`config.mk`:
```
export PLATFORM = sky130hd
export DESIGN_NAME = irq_ctrl
export DESIGN_NICKNAME = d
export VERILOG_FILES = /design/src/rtl/irq_ctrl_pkg.sv /design/src/rtl/gpio_edge_det.sv /design/src/rtl/sticky_bits.sv /design/src/rtl/irq_ctrl.sv
export SDC_FILE = /design/constraint.sdc
export NUM_CORES = 1
export LEC_CHECK = 0
export ABC_AREA = 1
export BUFFER_PORTS_ARGS = -buffer_cell sky130_fd_sc_hd__clkbuf_2
export CAP_MARGIN = 20
export CELL_PAD_IN_SITES_DETAIL_PLACEMENT = 1
export CELL_PAD_IN_SITES_GLOBAL_PLACEMENT = 2
export CORE_ASPECT_RATIO = 0.9
export CORE_MARGIN = 5
export CORE_UTILIZATION = 25
export CTS_CLUSTER_DIAMETER = 40
export DETAILED_ROUTE_END_ITERATION = 7
export GPL_TIMING_DRIVEN = 0
export PLACE_DENSITY = 0.75
export SLEW_MARGIN = 10
export SYNTH_ARGS = -nofsm -noshare
export SYNTH_HDL_FRONTEND = slang
export SYNTH_SLANG_ARGS = --single-unit
export TNS_END_PERCENT = 50
```
`constraint.sdc`:
```
create_clock -name clk_i -period 1.03 [get_ports clk_i]
set_clock_uncertainty 0.1 [all_clocks]
set_input_delay 0.103 -clock clk_i [delete_from_list [all_inputs] [get_ports clk_i]]
set_output_delay 0.103 -clock clk_i [all_outputs]
set_load 0.01 [all_outputs]
```
`src/rtl/irq_ctrl_pkg.sv`:
```
package irq_ctrl_pkg;
  localparam int NUM_GPIO    = 2;
  localparam int NUM_ERR     = 3;
  localparam int SYNC_STAGES = 2;
  // interrupt code bit positions
  localparam int INT_KEY  = 0;
  localparam int INT_ERR  = 1;
  localparam int INT_GPIO = 2;
  // error code bit positions
  localparam int ERR_FIFO = 0;
  localparam int ERR_KEYS = 1;
  localparam int ERR_CMD  = 2;
endpackage

```
`src/rtl/gpio_edge_det.sv`:
```
module gpio_edge_det #(
  parameter int N      = 2,
  parameter int STAGES = 2
) (
  input  logic         clk_i,
  input  logic         rst_ni,
  input  logic [N-1:0] pin_i,
  input  logic [N-1:0] en_i,
  output logic [N-1:0] edge_o
);
  for (genvar g = 0; g < N; g++) begin : g_pin
    // sh[STAGES-1] is the synchronized level, sh[STAGES] its previous value
    logic [STAGES:0] sh;
    always_ff @(posedge clk_i or negedge rst_ni) begin
      if (!rst_ni) sh <= '0;
      else         sh <= {sh[STAGES-1:0], pin_i[g]};
    end
    assign edge_o[g] = en_i[g] & (sh[STAGES] ^ sh[STAGES-1]);
  end
endmodule

```
`src/rtl/sticky_bits.sv`:
```
module sticky_bits #(
  parameter int W = 4
) (
  input  logic         clk_i,
  input  logic         rst_ni,
  input  logic [W-1:0] set_i,
  input  logic         clr_i,
  output logic [W-1:0] q_o
);
  // set wins over a clear in the same cycle
  always_ff @(posedge clk_i or negedge rst_ni) begin
    if (!rst_ni) q_o <= '0;
    else         q_o <= (clr_i ? '0 : q_o) | set_i;
  end
endmodule

```
`src/rtl/irq_ctrl.sv`:
```
module irq_ctrl
  import irq_ctrl_pkg::*;
#(
  parameter int NGPIO = NUM_GPIO,
  parameter int NSYNC = SYNC_STAGES,
  localparam int INT_W = INT_GPIO + NGPIO
) (
  input  logic             clk_i,
  input  logic             rst_ni,
  input  logic             key_evt_i,
  input  logic             err_fifo_ovf_i,
  input  logic             err_key_ovf_i,
  input  logic             err_bad_cmd_i,
  input  logic [NGPIO-1:0] gpio_i,
  input  logic [NGPIO-1:0] gpio_en_i,
  input  logic             rd_int_i,
  input  logic             rd_err_i,
  output logic [INT_W-1:0] int_code_o,
  output logic [NUM_ERR-1:0] err_code_o,
  output logic             irq_no
);
  logic [NGPIO-1:0]   gpio_edge;
  logic [NUM_ERR-1:0] err_set;
  logic [INT_W-1:0]   int_set;

  gpio_edge_det #(.N(NGPIO), .STAGES(NSYNC)) u_edge (
    .clk_i (clk_i),
    .rst_ni(rst_ni),
    .pin_i (gpio_i),
    .en_i  (gpio_en_i),
    .edge_o(gpio_edge)
  );

  always_comb begin
    err_set           = '0;
    err_set[ERR_FIFO] = err_fifo_ovf_i;
    err_set[ERR_KEYS] = err_key_ovf_i;
    err_set[ERR_CMD]  = err_bad_cmd_i;
    int_set           = '0;
    int_set[INT_KEY]  = key_evt_i;
    int_set[INT_ERR]  = |err_set;
    int_set[INT_W-1:INT_GPIO] = gpio_edge;
  end

  sticky_bits #(.W(NUM_ERR)) u_err (
    .clk_i (clk_i),
    .rst_ni(rst_ni),
    .set_i (err_set),
    .clr_i (rd_err_i),
    .q_o   (err_code_o)
  );

  sticky_bits #(.W(INT_W)) u_int (
    .clk_i (clk_i),
    .rst_ni(rst_ni),
    .set_i (int_set),
    .clr_i (rd_int_i),
    .q_o   (int_code_o)
  );

  assign irq_no = ~|int_code_o;
endmodule

```
; ---- After elaboration in Yosys (flattened, before gate mapping)
; Cells that the tools add are included.
[classes]
n_bitwise = 6
n_mux = 2
reduce_logical = 3
[op_table]
columns = cell, count
row1 = 4-bit 2-to-1 mux, 1
row2 = 4-bit bitwise OR, 1
row3 = 4-bit OR reduction, 1
row4 = 3-bit 2-to-1 mux, 1
row5 = 3-bit bitwise OR, 1
row6 = 3-bit OR reduction, 1
row7 = 1-bit bitwise AND, 2
row8 = 1-bit bitwise XOR, 2
row9 = 1-bit zero test, 1
[totals]
regBits = 13
elab_cells = 15

; ---- Depth between registers and ports, before layout
[depth]
ltp_word = 3
ltp_mapped = 4
mapped_depth_nobuf = 4

; ---- Hierarchy
; A second synthesis with hierarchy kept.
[unflattened]
hier_cells = 54
hier_area_um2 = 479.2
[modules_own_cells]
columns = module, area_per_inst_um2, cells_per_inst, n_inst
row1 = gpio_edge_det, 180.2, 14, 1
row2 = sticky_bits at u_int, 148.9, 17, 1
row3 = sticky_bits at u_err, 112.6, 13, 1
row4 = irq_ctrl, 37.5, 10, 1

; ---- Worst setup path before layout
; No wires, ideal clock.
[synth_timing]
path_type = reg2out
from = register u_int.q_o[0]
to = output irq_no
n_path_buf = 0
path_stages_with_launch = 4
arrival_ns = 0.688
setup_slack_ns = 0.139
cell_sequence = dfrtp_1 > inv_1 > nand2_1 > nor3_2
[synth_between]
elab_chain_cells = 2
[synth_lines]
columns = element, line_no
row1 = from (decl), sticky_bits.sv:8  ; output logic [W-1:0] q_o
row2 = from (signal assigned), sticky_bits.sv:13  ; else q_o <= (clr_i ? '0 : q_o) | set_i;
row3 = 4-bit OR reduction, irq_ctrl.sv:61  ; assign irq_no = ~|int_code_o;
row4 = 1-bit zero test, irq_ctrl.sv:61
row5 = to (decl), irq_ctrl.sv:20  ; output logic irq_no
; Every way passes these cells.

; ---- Final worst setup path
; Same ends and word-level chain as after synthesis.

==> impl_metrics.yaml <==
routing:
  wirelength_um: 1123
  num_vias: 415
  drtPass1Iterations: 1
  dr.first_iter.drc_count: 0
  viasPerCell: 3.915
  drcViolationCount: 0
  wl_per_cell_um: 10.59
  ant_nets: 0
sta:
  slew-limit-headroom: 0.7856
  timing_hold_violations_final: 0
  layout_setup_ws_ps: -217.7
  rsz0062_at_grt: "true"
  finalSetupViolations: 3
  report.final.slew_viol_count: 0
  max_freq_mhz: 801.5
  finalCriticalPeriod_ps: 1248
  finalCritPeriodShare: 1.211
  tightest_slew_ps: 321.6
global_routing:
  grt_max_degree: 14
  antenna_found_initial: 0
  grt_overflow_total: 0
  grt_pass1_vias: 461
  grt_usage: 0.09189
  grt_pass1_wl_um: 1987
clock_tree:
  cts_buffers: 3
  cts_tree: "yes"
  clockBufferDepth: 2
  clock_sinks: 13
  clk_latency_ps: 260
  h-tree-depth: 1
  path_clk_slew_ps: 80
  cts_root_buf: "clkbuf_4"
logic_synthesis:
  synth_top_area_frac: 0.7065
  ys_warn_count: 0
  syn_area_per_cell_um2: 10.46
  ys_seq_elements: 13
  synth_fp_nets: 56
  ys_seq_area_frac: 0.7065
  yosysTopAreaCell: "dfrtp_1"
  synth_area_um2: 460.4
  synthCells: 44
  synth_area_leaders: "dfrtp_1, inv_1, nand2_1"
  synth.distinct_cells: 8
layout:
  nNetsFinal: 95
  stdcell_count: 106
  drive_above_1_share: 0.3659
  antenna_cells: 0
  final_common_cell: "clkbuf_2"
  areaGrowthSynthToFinish_pct: 67.39
  layout_common_cells: "clkbuf_2, dfrtp_1, inv_1, dlygate4sd3_1, nand2_1"
setup_path:
  cp_data_required_time_ps: 830
  cp_data_arrival_time_ps: 1040
  cp_max_fo: 2
  endpoint_kind: "output port"
  path_class: "flop to output port"
  startpoint_type: "flop"
placed_design:
  portBuffers: 19
  place_congestion: 0.6937
  dp.cells: 87
  hpwl_um: 794.3
die:
  num_rows: 14
  die_x_um: 55.24
  io_pins: 20
  core_area_um2: 1717
  dieArea_um2: 2801
  start_util: 0.2682
  die_y_um: 50.72
status:
  status: "finished with violations"
  violations: "negative setup slack"
worst_hold_path:
  hp-class: "input port to async pin"
pwr:
  p_total_uw: 1015
  p_clk_frac: 0.296
  power.switching_uw: 237.8
  irDropWorstVdd_uv: 681.9
  comb_power_share: 0.149
  intPower_uw: 777.5
  pwr-share-seq: 0.555
  swShare: 0.2342
  p_leak_uw: 0.0004271
  pwr_density_cell_nw_per_um2: 1317
flow_run:
  drv_cap: 0
## registers in the layout (all words and copies together) (netlist names)
name and count:
u_err.q_o 3, u_edge.g_pin.sh 6, u_int.q_o 4
## metal layers
metal	part of all wire	global-route usage	vias up	routed length, um
met3	0.090	0.03590	0	101
met1	0.37	0.1032	194	415
li1	-	-	207	-
met2	0.54	0.1457	14	607
met5	0	0	-	0
met4	0	0.06073	0	0
## path summary, 6_finish.rpt
| path | from | end | slack [ps] | cells past startpoint |
|---|---|---|---|---|
| hold reg to reg | u_edge.g_pin[0].sh[0] | u_edge.g_pin[0].sh[1] | 250 | 0 |
| min in group clk_i | u_edge.g_pin[0].sh[0] | u_edge.g_pin[0].sh[1] | 250 | 0 |
| hold / removal | rst_ni | u_int.q_o[1] | 150 | 2 |
| setup / recovery | u_int.q_o[0] | irq_no | -220 | 4 |
| max in group asynchronous | rst_ni | u_edge.g_pin[1].sh[2] | 440 | 2 |
| setup reg to reg | u_int.q_o[1] | u_int.q_o[1] | 140 | 3 |
## Yosys cell counts (all sizes together)
cell type	count
nand2	10
o21ai	3
nand4	1
inv	13
o21bai	1
nor3	1
dfrtp	13
nand3	2
## logic make-up after synthesis
kind of cell | count (synthesis) | share of synthesized area
AO/OA/AOI/OAI | 4 | 0.04891
flip-flops | 13 | 0.7065
buffers and inverters | 13 | 0.1060
AND/OR/NAND/NOR | 14 | 0.1386
## worst max-delay path, cell delays in order (launching register included)
cell and delay [ps]:
dfrtp_1 400, inv_2 70, nand2_2 50, nor3_2 100, buf_2 150
## per-stage QoR
step / setup WS [ps] / TNS (ps) / hold WS (ps) / utilization / cell area, um^2
finish: -217.7 / -509.0 / 151.8 / 0.4490 / 770.7
global route: -283.7 / -754.5 / 175.1 / 0.4490 / 770.7
CTS: -215.0 / -417.2 / 158.9 / 0.4308 / 739.5
detailed placement: 68.27 / 0 / -78.15 / 0.3411 / 585.6
global placement: 98.20 / 0 / -85.49 / 0.3411 / 585.6
floorplan: 138.6 / 0 / -292.6 / - / 460.4
## power groups by stage
| stage | logic (uW) | registers [uW] | clock network (uW) |
|---|---|---|---|
| after global placement | 96.1 | 571 | 0 |
| after floorplan | 28.8 | 580 | 0 |
| after global routing | 173 | 570 | 334 |
| after detailed placement | 99.8 | 574 | 0 |
| final | 152 | 563 | 300 |
| after CTS | 140 | 564 | 317 |
## layout make-up
type | count | area [um^2]
timing repair buffer | 34 | 251.5
multi-input combinational | 18 | 88.84
fill | 210 | 945.9
tap | 24 | 30.03
clock buffer | 4 | 26.28
inverter | 13 | 48.80
sequential | 13 | 325.3
## repair_timing
| action | CTS | global route |
|---|---|---|
| buffers inserted | 2 | 2 |
| setup endpoints to repair | 3 | 7 |
| hold buffers | 11 | 0 |
| resized for setup | 2 | 7 |
| pin swaps | 0 | 0 |
| hold endpoints to repair | 22 | 0 |
Note: power is estimated with default switching activity, not from simulation.
